File: config.mk
export PLATFORM = sky130hd
export DESIGN_NAME = crtc_ext_bank
export DESIGN_NICKNAME = d
export VERILOG_FILES = /design/src/rtl/crtc_ext_pkg.sv /design/src/rtl/crtc_port_decode.sv /design/src/rtl/crtc_strap_bank.sv /design/src/rtl/crtc_cross_fields.sv /design/src/rtl/crtc_ext_bank.sv
export SDC_FILE = /design/constraint.sdc
export NUM_CORES = 1
export LEC_CHECK = 0
export CORE_ASPECT_RATIO = 0.7
export CORE_UTILIZATION = 50
export DETAILED_ROUTE_END_ITERATION = 7
export PLACE_DENSITY = 0.87
export SETUP_SLACK_MARGIN = 0.1
export SYNTH_ARGS = -nofsm -noshare
export SYNTH_HDL_FRONTEND = slang
export SYNTH_SLANG_ARGS = --single-unit
File: constraint.sdc
create_clock -name clk -period 6 [get_ports clk]
set_input_delay 1.2 -clock clk [delete_from_list [all_inputs] [get_ports clk]]
set_output_delay 1.2 -clock clk [all_outputs]
set_load 0.02 [all_outputs]
File: src/rtl/crtc_ext_pkg.sv
// Shared constants for the extended display-controller register bank.
// Assumes 8-bit registers behind an index/data port pair.
package crtc_ext_pkg;
    localparam int          REG_W       = 8;
    localparam int          STRAP_BYTES = 4;
    localparam logic [7:0]  IDX_KEY     = 8'h39;
    localparam logic [7:0]  IDX_PITCH   = 8'h43;
    localparam logic [7:0]  IDX_SYSCFG  = 8'h51;
    localparam logic [7:0]  KEY_UNLOCK  = 8'hA5;
    localparam logic [15:0] BASE_COLOR  = 16'h03D0;
    localparam logic [15:0] BASE_MONO   = 16'h03B0;
    localparam logic [15:0] OFS_INDEX   = 16'h0004;
    localparam logic [15:0] OFS_DATA    = 16'h0005;

    // Index that loads strap lane n (lane 0 = bits 7:0).
    function automatic logic [7:0] strap_lane_idx(input int n);
        case (n)
            0:       return 8'h36;
            1:       return 8'h37;
            2:       return 8'h68;
            default: return 8'h6F;
        endcase
    endfunction
endpackage

File: src/rtl/crtc_port_decode.sv
// Decodes the index/data port pair at the selected base and holds the index.
// Assumes writes arrive as single-cycle strobes.
module crtc_port_decode
    import crtc_ext_pkg::*;
#(
    parameter int AW = 16
) (
    input  logic          clk,
    input  logic          rst_n,
    input  logic          color_sel,
    input  logic [AW-1:0] io_addr,
    input  logic          io_wr,
    input  logic [7:0]    io_wdata,
    output logic [7:0]    idx_q,
    output logic          data_we,
    output logic          hit_idx,
    output logic          hit_data
);
    logic [AW-1:0] base;
    logic          idx_we;

    // Pick the port base from the miscellaneous-output bit.
    always_comb base = color_sel ? AW'(BASE_COLOR) : AW'(BASE_MONO);

    // Address match for the two ports.
    always_comb begin
        hit_idx  = (io_addr == base + AW'(OFS_INDEX));
        hit_data = (io_addr == base + AW'(OFS_DATA));
        idx_we   = io_wr && hit_idx;
        data_we  = io_wr && hit_data;
    end

    // Index latch: loaded only by index-port writes.
    always_ff @(posedge clk) begin
        if (!rst_n)      idx_q <= '0;
        else if (idx_we) idx_q <= io_wdata;
    end

    // The index changes only through an index-port write.
    p_idx_hold_r2: assert property (@(posedge clk) disable iff (!rst_n)
        !(io_wr && io_addr == base + AW'(OFS_INDEX)) |=> $stable(idx_q));
endmodule

File: src/rtl/crtc_strap_bank.sv
// Key register and the key-guarded strap word, one lane per strap byte.
// Assumes the caller presents a decoded data write and the current index.
module crtc_strap_bank
    import crtc_ext_pkg::*;
#(
    parameter int NLANES = STRAP_BYTES,
    localparam int SW    = NLANES * REG_W
) (
    input  logic          clk,
    input  logic          rst_n,
    input  logic          data_we,
    input  logic [7:0]    idx,
    input  logic [7:0]    wdata,
    output logic [SW-1:0] strap_word,
    output logic          rd_hit,
    output logic [7:0]    rd_byte
);
    logic [7:0] key_q;
    logic [7:0] lane_q [NLANES];
    logic       unlocked;

    // The key must hold the unlock value for strap writes to land.
    always_comb unlocked = (key_q == KEY_UNLOCK);

    // Key register: written freely.
    always_ff @(posedge clk) begin
        if (!rst_n)                          key_q <= '0;
        else if (data_we && idx == IDX_KEY)  key_q <= wdata;
    end

    for (genvar g = 0; g < NLANES; g++) begin : g_lane
        // Strap lane g: written only while unlocked.
        always_ff @(posedge clk) begin
            if (!rst_n) lane_q[g] <= '0;
            else if (data_we && unlocked && idx == strap_lane_idx(g))
                lane_q[g] <= wdata;
        end
        assign strap_word[g*REG_W +: REG_W] = lane_q[g];
    end

    // Readback of the key and the strap lanes.
    always_comb begin
        rd_hit  = (idx == IDX_KEY);
        rd_byte = key_q;
        for (int n = 0; n < NLANES; n++) begin
            if (idx == strap_lane_idx(n)) begin
                rd_hit  = 1'b1;
                rd_byte = lane_q[n];
            end
        end
    end

    // While locked, the strap word holds.
    p_strap_locked_r3: assert property (@(posedge clk) disable iff (!rst_n)
        (key_q != KEY_UNLOCK) |=> $stable(strap_word));
    // The strap word changes only after a data write.
    p_strap_needs_write_r4: assert property (@(posedge clk) disable iff (!rst_n)
        !data_we |=> $stable(strap_word));
endmodule

File: src/rtl/crtc_cross_fields.sv
// Row-pitch and system-config registers with their routed display fields.
// Assumes offset bit 8 is gated by the system-config value held at write time.
module crtc_cross_fields
    import crtc_ext_pkg::*;
(
    input  logic       clk,
    input  logic       rst_n,
    input  logic       data_we,
    input  logic [7:0] idx,
    input  logic [7:0] wdata,
    output logic       offset_b8,
    output logic [1:0] start_hi,
    output logic [1:0] bank_hi,
    output logic       rd_hit,
    output logic [7:0] rd_byte
);
    logic [7:0] pitch_q;
    logic [7:0] syscfg_q;
    logic       pitch_we;
    logic       sys_we;
    logic       route_ok;

    // Write enables and the routing gate.
    always_comb begin
        pitch_we = data_we && (idx == IDX_PITCH);
        sys_we   = data_we && (idx == IDX_SYSCFG);
        route_ok = (syscfg_q[5:4] == 2'b00);
    end

    // Row-pitch register and the gated offset bit.
    always_ff @(posedge clk) begin
        if (!rst_n) begin
            pitch_q   <= '0;
            offset_b8 <= 1'b0;
        end else if (pitch_we) begin
            pitch_q <= wdata;
            if (route_ok) offset_b8 <= wdata[2];
        end
    end

    // System-config register and its start-address and bank fields.
    always_ff @(posedge clk) begin
        if (!rst_n) begin
            syscfg_q <= '0;
            start_hi <= '0;
            bank_hi  <= '0;
        end else if (sys_we) begin
            syscfg_q <= wdata;
            start_hi <= wdata[1:0];
            bank_hi  <= wdata[3:2];
        end
    end

    // Readback.
    always_comb begin
        rd_hit  = (idx == IDX_PITCH) || (idx == IDX_SYSCFG);
        rd_byte = (idx == IDX_PITCH) ? pitch_q : syscfg_q;
    end

    p_offset_gated_r5: assert property (@(posedge clk) disable iff (!rst_n)
        (data_we && idx == IDX_PITCH && syscfg_q[5:4] != 2'b00) |=> $stable(offset_b8));
    p_start_load_r6: assert property (@(posedge clk) disable iff (!rst_n)
        (data_we && idx == IDX_SYSCFG) |=> (start_hi == $past(wdata[1:0])));
    p_bank_load_r7: assert property (@(posedge clk) disable iff (!rst_n)
        (data_we && idx == IDX_SYSCFG) |=> (bank_hi == $past(wdata[3:2])));
endmodule

File: src/rtl/crtc_ext_bank.sv
// Top of the extended register bank: port decode, strap bank, cross fields
// and the readback mux. Read data is combinational on the address.
module crtc_ext_bank
    import crtc_ext_pkg::*;
#(
    parameter int AW = 16
) (
    input  logic          clk,
    input  logic          rst_n,
    input  logic          color_sel,
    input  logic [AW-1:0] io_addr,
    input  logic          io_wr,
    input  logic [7:0]    io_wdata,
    output logic [7:0]    io_rdata,
    output logic [31:0]   strap_word,
    output logic          offset_b8,
    output logic [1:0]    start_hi,
    output logic [1:0]    bank_hi
);
    logic [7:0] idx_q;
    logic       data_we, hit_idx, hit_data;
    logic       strap_hit, cross_hit;
    logic [7:0] strap_rd, cross_rd;

    crtc_port_decode #(.AW(AW)) u_dec (
        .clk(clk), .rst_n(rst_n), .color_sel(color_sel), .io_addr(io_addr),
        .io_wr(io_wr), .io_wdata(io_wdata), .idx_q(idx_q), .data_we(data_we),
        .hit_idx(hit_idx), .hit_data(hit_data)
    );

    crtc_strap_bank #(.NLANES(STRAP_BYTES)) u_strap (
        .clk(clk), .rst_n(rst_n), .data_we(data_we), .idx(idx_q),
        .wdata(io_wdata), .strap_word(strap_word), .rd_hit(strap_hit),
        .rd_byte(strap_rd)
    );

    crtc_cross_fields u_cross (
        .clk(clk), .rst_n(rst_n), .data_we(data_we), .idx(idx_q),
        .wdata(io_wdata), .offset_b8(offset_b8), .start_hi(start_hi),
        .bank_hi(bank_hi), .rd_hit(cross_hit), .rd_byte(cross_rd)
    );

    // Readback mux: index port, data port by index, otherwise zero.
    always_comb begin
        if (hit_idx)                     io_rdata = idx_q;
        else if (hit_data && strap_hit)  io_rdata = strap_rd;
        else if (hit_data && cross_hit)  io_rdata = cross_rd;
        else                             io_rdata = 8'h00;
    end

    // A write away from the selected ports changes no output.
    p_foreign_write_r1: assert property (@(posedge clk) disable iff (!rst_n)
        (io_wr && !hit_idx && !hit_data) |=>
            ($stable(strap_word) && $stable(start_hi) && $stable(offset_b8)));
endmodule

==> metrics.cfg, run 1 <==
[run_status]
status=complete, no violations

[grt]
gr-total-overflow=0
grt_util_all_layers_pct=28.8
grt_pass1_wl_mm=14.8
grt_pass1_vias=2797
grt_max_degree=27
antenna_found_initial=0

[place]
dp_hpwl_mm=6.82
place_area_mm2=0.00409
dp_cells=480
port_buffers=72
routabilityCongestion=0.970

[final_layout]
drive_gt1_share_pct=5.20
instances_no_fill=495
nets=428
stdcell_area_mm2=0.00427
syn2layout_area_growth_pct=27.3
antenna_cells=0

[synth]
synth_area_leader_cell=edfxtp_1
synth_cells=335
synthesis.area_mm2=0.00335
synthTopCellsByArea=edfxtp_1 29%, dfxtp_1 20%, mux2i_1 15%
synth_ff_type=dfxtp_1
synth.avg_cell_area_um2=10.0
synth_edf_count=32
synth-seq-cells=65
synth_top_area_share_pct=28.7
yosysWarningCount=0
synth.net_count=363
yosysSeqAreaShare_pct=48.4
async_reset_ff_share_pct=0
synth_cell_types=47

[routing]
ant_nets=0
wl_mm=9.59
drc=0
drtIter0Drc=323
wire_per_inst_um=19.4
vias=2887
vias_per_cell=5.83
dr.pass1.iters=5

[cts]
numCtsBuffers=9
htreeDepth=3
cts-root-buf=clkbuf_8
clk-insertion-delay-late_ns=0.35
cts_tree=yes
holdBufCountCts=0
clock_path_buffers=2
postCtsSetupBuffers=0
clock-sinks=65
cts_resized=0
clk_pin_slew_ns=0.07

[critical_path]
required_ns=4.80
r2r_slack_ns=3.41
worstPathMaxFanout=8
slowest_stage=clkdlybuf4s50_1
cp_slowest_stage_delay_ns=0.65
crit_type=input port to primary output
cp-end-kind=primary output
cp.arrival_ns=3.87
crit_path_cell_trace=clkdlybuf4s50_1, nor3b_1, nand4_1, nor3_1, nand4_1, o221ai_1, clkdlybuf4s50_1
start_kind=input port

[floorplan]
initial_core_util_pct=52.9
core_mm2=0.00634
dieArea_mm2=0.00704
num_rows=24
io_pins=73
die_h_um=70.5
die-width_um=99.8

[worst_hold_path]
hold_class=flop to flop

[timing]
post-route-min-period_ns=5.07
finalSetupTns_ns=0
period_share_pct=84.5
tightest_slew_ns=0.882
max_freq_ghz=0.197
rsz0062_at_grt=no
slew_viol_final=0
hold_viol=0
setup_viol=0
clock_skew_ns=0.00882
slew_headroom_pct=41.0

[power]
power.total_mw=0.919
p_leak_nw=1.46
power_density_mw_per_mm2=215
peakVddDrop_uv=162

[run]
drv_cap=0

[critical path: cells and delay by family]
kind | cells | cell delay, ns
AO/OA/AOI/OAI | 1 | 0.36
buffers and inverters | 2 | 1.12
AND/OR/NAND/NOR | 4 | 1.19
[sequential cells by signal, summed over array words and instances (netlist names)]
register	count
u_cross.pitch_q	8
u_cross.offset_b8	1
u_dec.idx_q	8
u_cross.syscfg_q	8
u_strap.lane_q	32
u_strap.key_q	8
[final timing paths]
check	from	end	cells past startpoint
min reg2reg	u_cross.syscfg_q[7]	u_cross.syscfg_q[7]	2
max	io_addr[9]	io_rdata[5]	7
min	u_cross.syscfg_q[7]	u_cross.syscfg_q[7]	2
max reg2reg	u_dec.idx_q[0]	u_cross.pitch_q[3]	4
[placed cells by master, fill, tap and decap left out, types with 2 or more instances in the layout]
cell type        count
mux2i_1             50
a32oi_1              2
buf_4                3
nor2b_1             14
clkdlybuf4s50_1     72
clkbuf_8             9
o22ai_1              4
inv_1                8
nand4_1              2
and2_1               2
nor3_1               8
and3b_1              3
nand3b_1             2
nor4_4               2
o221ai_1             8
a21oi_1              2
a22oi_1              4
a22o_1               2
o21ai_0              6
nand2b_1             3
dfxtp_1             33
nor4bb_1             2
and3_1               2
nor3b_1              2
a32o_1               2
a21o_1               2
nor2_1              43
or4_1                2
clkinv_1             4
nand3_1              4
edfxtp_1            32
a31oi_1              3
nand2_1             51
[power breakdown]
| group | switching [mW] | total [mW] | internal, mW |
|---|---|---|---|
| combinational | 0.0463 | 0.0871 | 0.0408 |
| sequential | 0.00804 | 0.484 | 0.476 |
| clock | 0.165 | 0.348 | 0.183 |
| total | 0.219 | 0.919 | 0.700 |
[through the flow]
stage	util (%)	hold WS [ns]	setup slack (ns)
after floorplan	-	0.434	2.17
after detailed placement	64.6	0.453	0.957
after CTS	67.3	0.462	0.929
after global routing	67.3	0.476	0.720
final	67.3	0.467	0.928
after global placement	64.6	0.441	1.03
[cells in the mapped netlist, types with 4 or more instances]
cell,count
buf_4,6
nand3_1,4
a22oi_1,4
edfxtp_1,32
dfxtp_1,33
o22ai_1,4
mux2i_1,50
buf_2,5
nand2_1,51
inv_1,8
o221ai_1,8
nor2b_1,14
clkbuf_1,9
nor3_1,8
nor2_1,43
o21ai_0,6
[metal layers]
metal / track usage, % / up-vias / share of wire (%)
met5: 0 / - / 0
met4: 11.1 / 0 / 1.9
met3: 8.51 / 18 / 8.9
met2: 42.3 / 161 / 44
met1: 39.8 / 1373 / 45
li1: - / 1335 / -
[kinds of logic (layout without fill, tap and decap cells)]
kind of cell | after synthesis | after routing | synth area share [%]
xor gates and xnor gates | 1 | 1 | 0.262
and+or+nand+nor | 152 | 152 | 23.8
DFF | 65 | 65 | 48.4
buffers and inverters | 29 | 98 | 4.33
AOI/OAI and AO/OA | 38 | 38 | 8.26
muxes | 50 | 50 | 14.9
[area by class of cell]
| cell class | count | area, um^2 |
|---|---|---|
| sequential | 65 | 1620 |
| timing repair buffer | 75 | 743 |
| tap | 91 | 114 |
| clock inverter | 6 | 50.0 |
| multi-input combinational | 241 | 1580 |
| inverter | 8 | 30.0 |
| clock buffer | 9 | 124 |
| fill | 490 | 2070 |
No activity file was read; power rests on OpenSTA's default activity.
==> inputs of run 2 (changes only) <==
Clock period 6 ns to 5.1 ns, I/O delays scaled along.
==> run 2 against run 1 <==
  * Clock skew shrank 0.0016 ns
  * Sequential share of layout area shrank 0.17 points
  * Highest routed layer unchanged
  * Critical endpoint unchanged
  * Sequential power grew 18%
  * Clock power grew 25%
  * Register-to-register slack lost 0.91 ns
  * Routed wire length grew 0.89%
  * Global-route usage grew 0.58 points
  * Clock-buffer cell count is the same
  * Final cell count is the same
  * Combinational power grew 18%
  * Cell area grew 0.44%
  * Total power grew 20%
==> metrics.cfg, run 2 (synthesis gave the netlist of run 1 again) <==
[worst_hold_path]
whs_endpoint=u_cross.pitch_q[2]
hold_start=u_cross.pitch_q[2]
hold_class=flop to flop
worstHoldPathCells=2

[grt]
grt_util_all_layers_pct=29.3
grt_max_degree=46
grt_pass1_wl_mm=15.0
antenna_found_initial=0
gr-total-overflow=0
grt_pass1_vias=2822

[routing]
wire_per_inst_um=19.6
dr.pass1.iters=5
wl_mm=9.68
drc=0
vias_per_cell=5.95
ant_nets=0
vias=2944
drtIter0Drc=252

[run_status]
status=complete, no violations

[final_layout]
stdcell_area_mm2=0.00428
top_register=u_strap.lane_q
antenna_cells=0
final_common_cell=clkdlybuf4s50_1
largest_reg_flops=32
nets=428
syn2layout_area_growth_pct=27.9
final_cell_mix=72 x clkdlybuf4s50_1, 51 x nand2_1, 50 x mux2i_1
drive_gt1_share_pct=6.19

[timing]
hold_viol=0
period_share_pct=93.0
clock_skew_ns=0.00723
max_freq_ghz=0.211
fin_hold_ws_ns=0.457
setup_viol=0
slew_viol_final=0
tightest_slew_ns=0.689
rsz0062_at_grt=no
slew_headroom_pct=53.8
finalSetupTns_ns=0
post-route-min-period_ns=4.74

[floorplan]
core_mm2=0.00634
dieArea_mm2=0.00704
io_pins=73
die-width_um=99.8
initial_core_util_pct=52.9
num_rows=24
die_h_um=70.5

[critical_path]
cp.arrival_ns=3.72
reg2reg_from=u_dec.idx_q[0]
start_kind=input port
required_ns=4.08
rr_worst_depth=4
cp-end-kind=primary output
crit_type=input port to primary output
rr_endpoint=u_cross.pitch_q[6]
r2r_slack_ns=2.50
worstPathMaxFanout=8

[power]
p_leak_nw=1.47
power_density_mw_per_mm2=258
peakVddDrop_uv=151

[place]
place_area_mm2=0.00409
dp_hpwl_mm=6.93
port_buffers=72
routabilityCongestion=0.925

[cts]
htreeDepth=3
cts_tree=yes
holdBufCountCts=0
clock_path_buffers=2
cts_resized=0
cts-root-buf=clkbuf_8
clk_pin_slew_ns=0.07
postCtsSetupBuffers=0
numCtsBuffers=9
clk-insertion-delay-late_ns=0.35
clock-sinks=65

[run]
drv_cap=0

run 2: changes by cell type in the layout (fill, tap and decap cells not counted):
cell,previous run,this run
clkinv_1,4,0
clkinv_4,0,2
clkinvlp_4,0,1
inv_6,0,1
run 2: report_power, final:
| part | switching (mW) | total (mW) | internal (mW) |
|---|---|---|---|
| Combinational | 0.0553 | 0.103 | 0.0479 |
| Sequential | 0.00947 | 0.569 | 0.560 |
| Clock | 0.209 | 0.434 | 0.225 |
| Total | 0.274 | 1.11 | 0.833 |
run 2: layout make-up:
cell class / instances / area (um^2)
clock buffer: 9 / 124
clock inverter: 6 / 68.8
fill: 523 / 2050
inverter: 8 / 30.0
multi-input combinational: 241 / 1580
sequential: 65 / 1620
tap: 91 / 114
timing repair buffer: 75 / 743
run 2: worst max path at each step:
stage | start | end | slack [ns] | cells after the start
3_5_place_dp | io_addr[9] | io_rdata[4] | 0.39 | 7
3_3_place_gp | io_addr[15] | io_rdata[6] | 0.51 | 7
4_1_cts | io_addr[9] | io_rdata[4] | 0.38 | 7
2_1_floorplan | io_addr[15] | io_rdata[0] | 1.63 | 5
5_1_grt | io_addr[9] | io_rdata[4] | 0.22 | 7
6_report | io_addr[9] | io_rdata[5] | 0.36 | 7
run 2: through the flow:
| step | power, mW | util (%) | setup slack, ns | std cells |
|---|---|---|---|---|
| after floorplan | 0.619 | - | 1.63 | 335 |
| after global placement | 0.680 | 64.6 | 0.505 | 480 |
| after detailed placement | 0.682 | 64.6 | 0.392 | 480 |
| after CTS | 1.11 | 67.6 | 0.384 | 495 |
| after global routing | 1.14 | 67.6 | 0.219 | 495 |
| final | 1.11 | 67.6 | 0.357 | 495 |
run 2: critical path: stages:
cell and delay (ns):
clkdlybuf4s50_1 0.45, nor3b_1 0.32, nand4_1 0.21, nor3_1 0.31
nand4_1 0.40, o221ai_1 0.36, clkdlybuf4s50_1 0.65
run 2: routing by layer:
layer / GRT usage (%) / routed length (um) / vias to the layer above
li1: - / - / 1336
met1: 41.2 / 4110 / 1394
met2: 41.8 / 4200 / 188
met4: 12.7 / 233 / 0
met3: 8.71 / 1140 / 26
met5: 0 / 0 / -
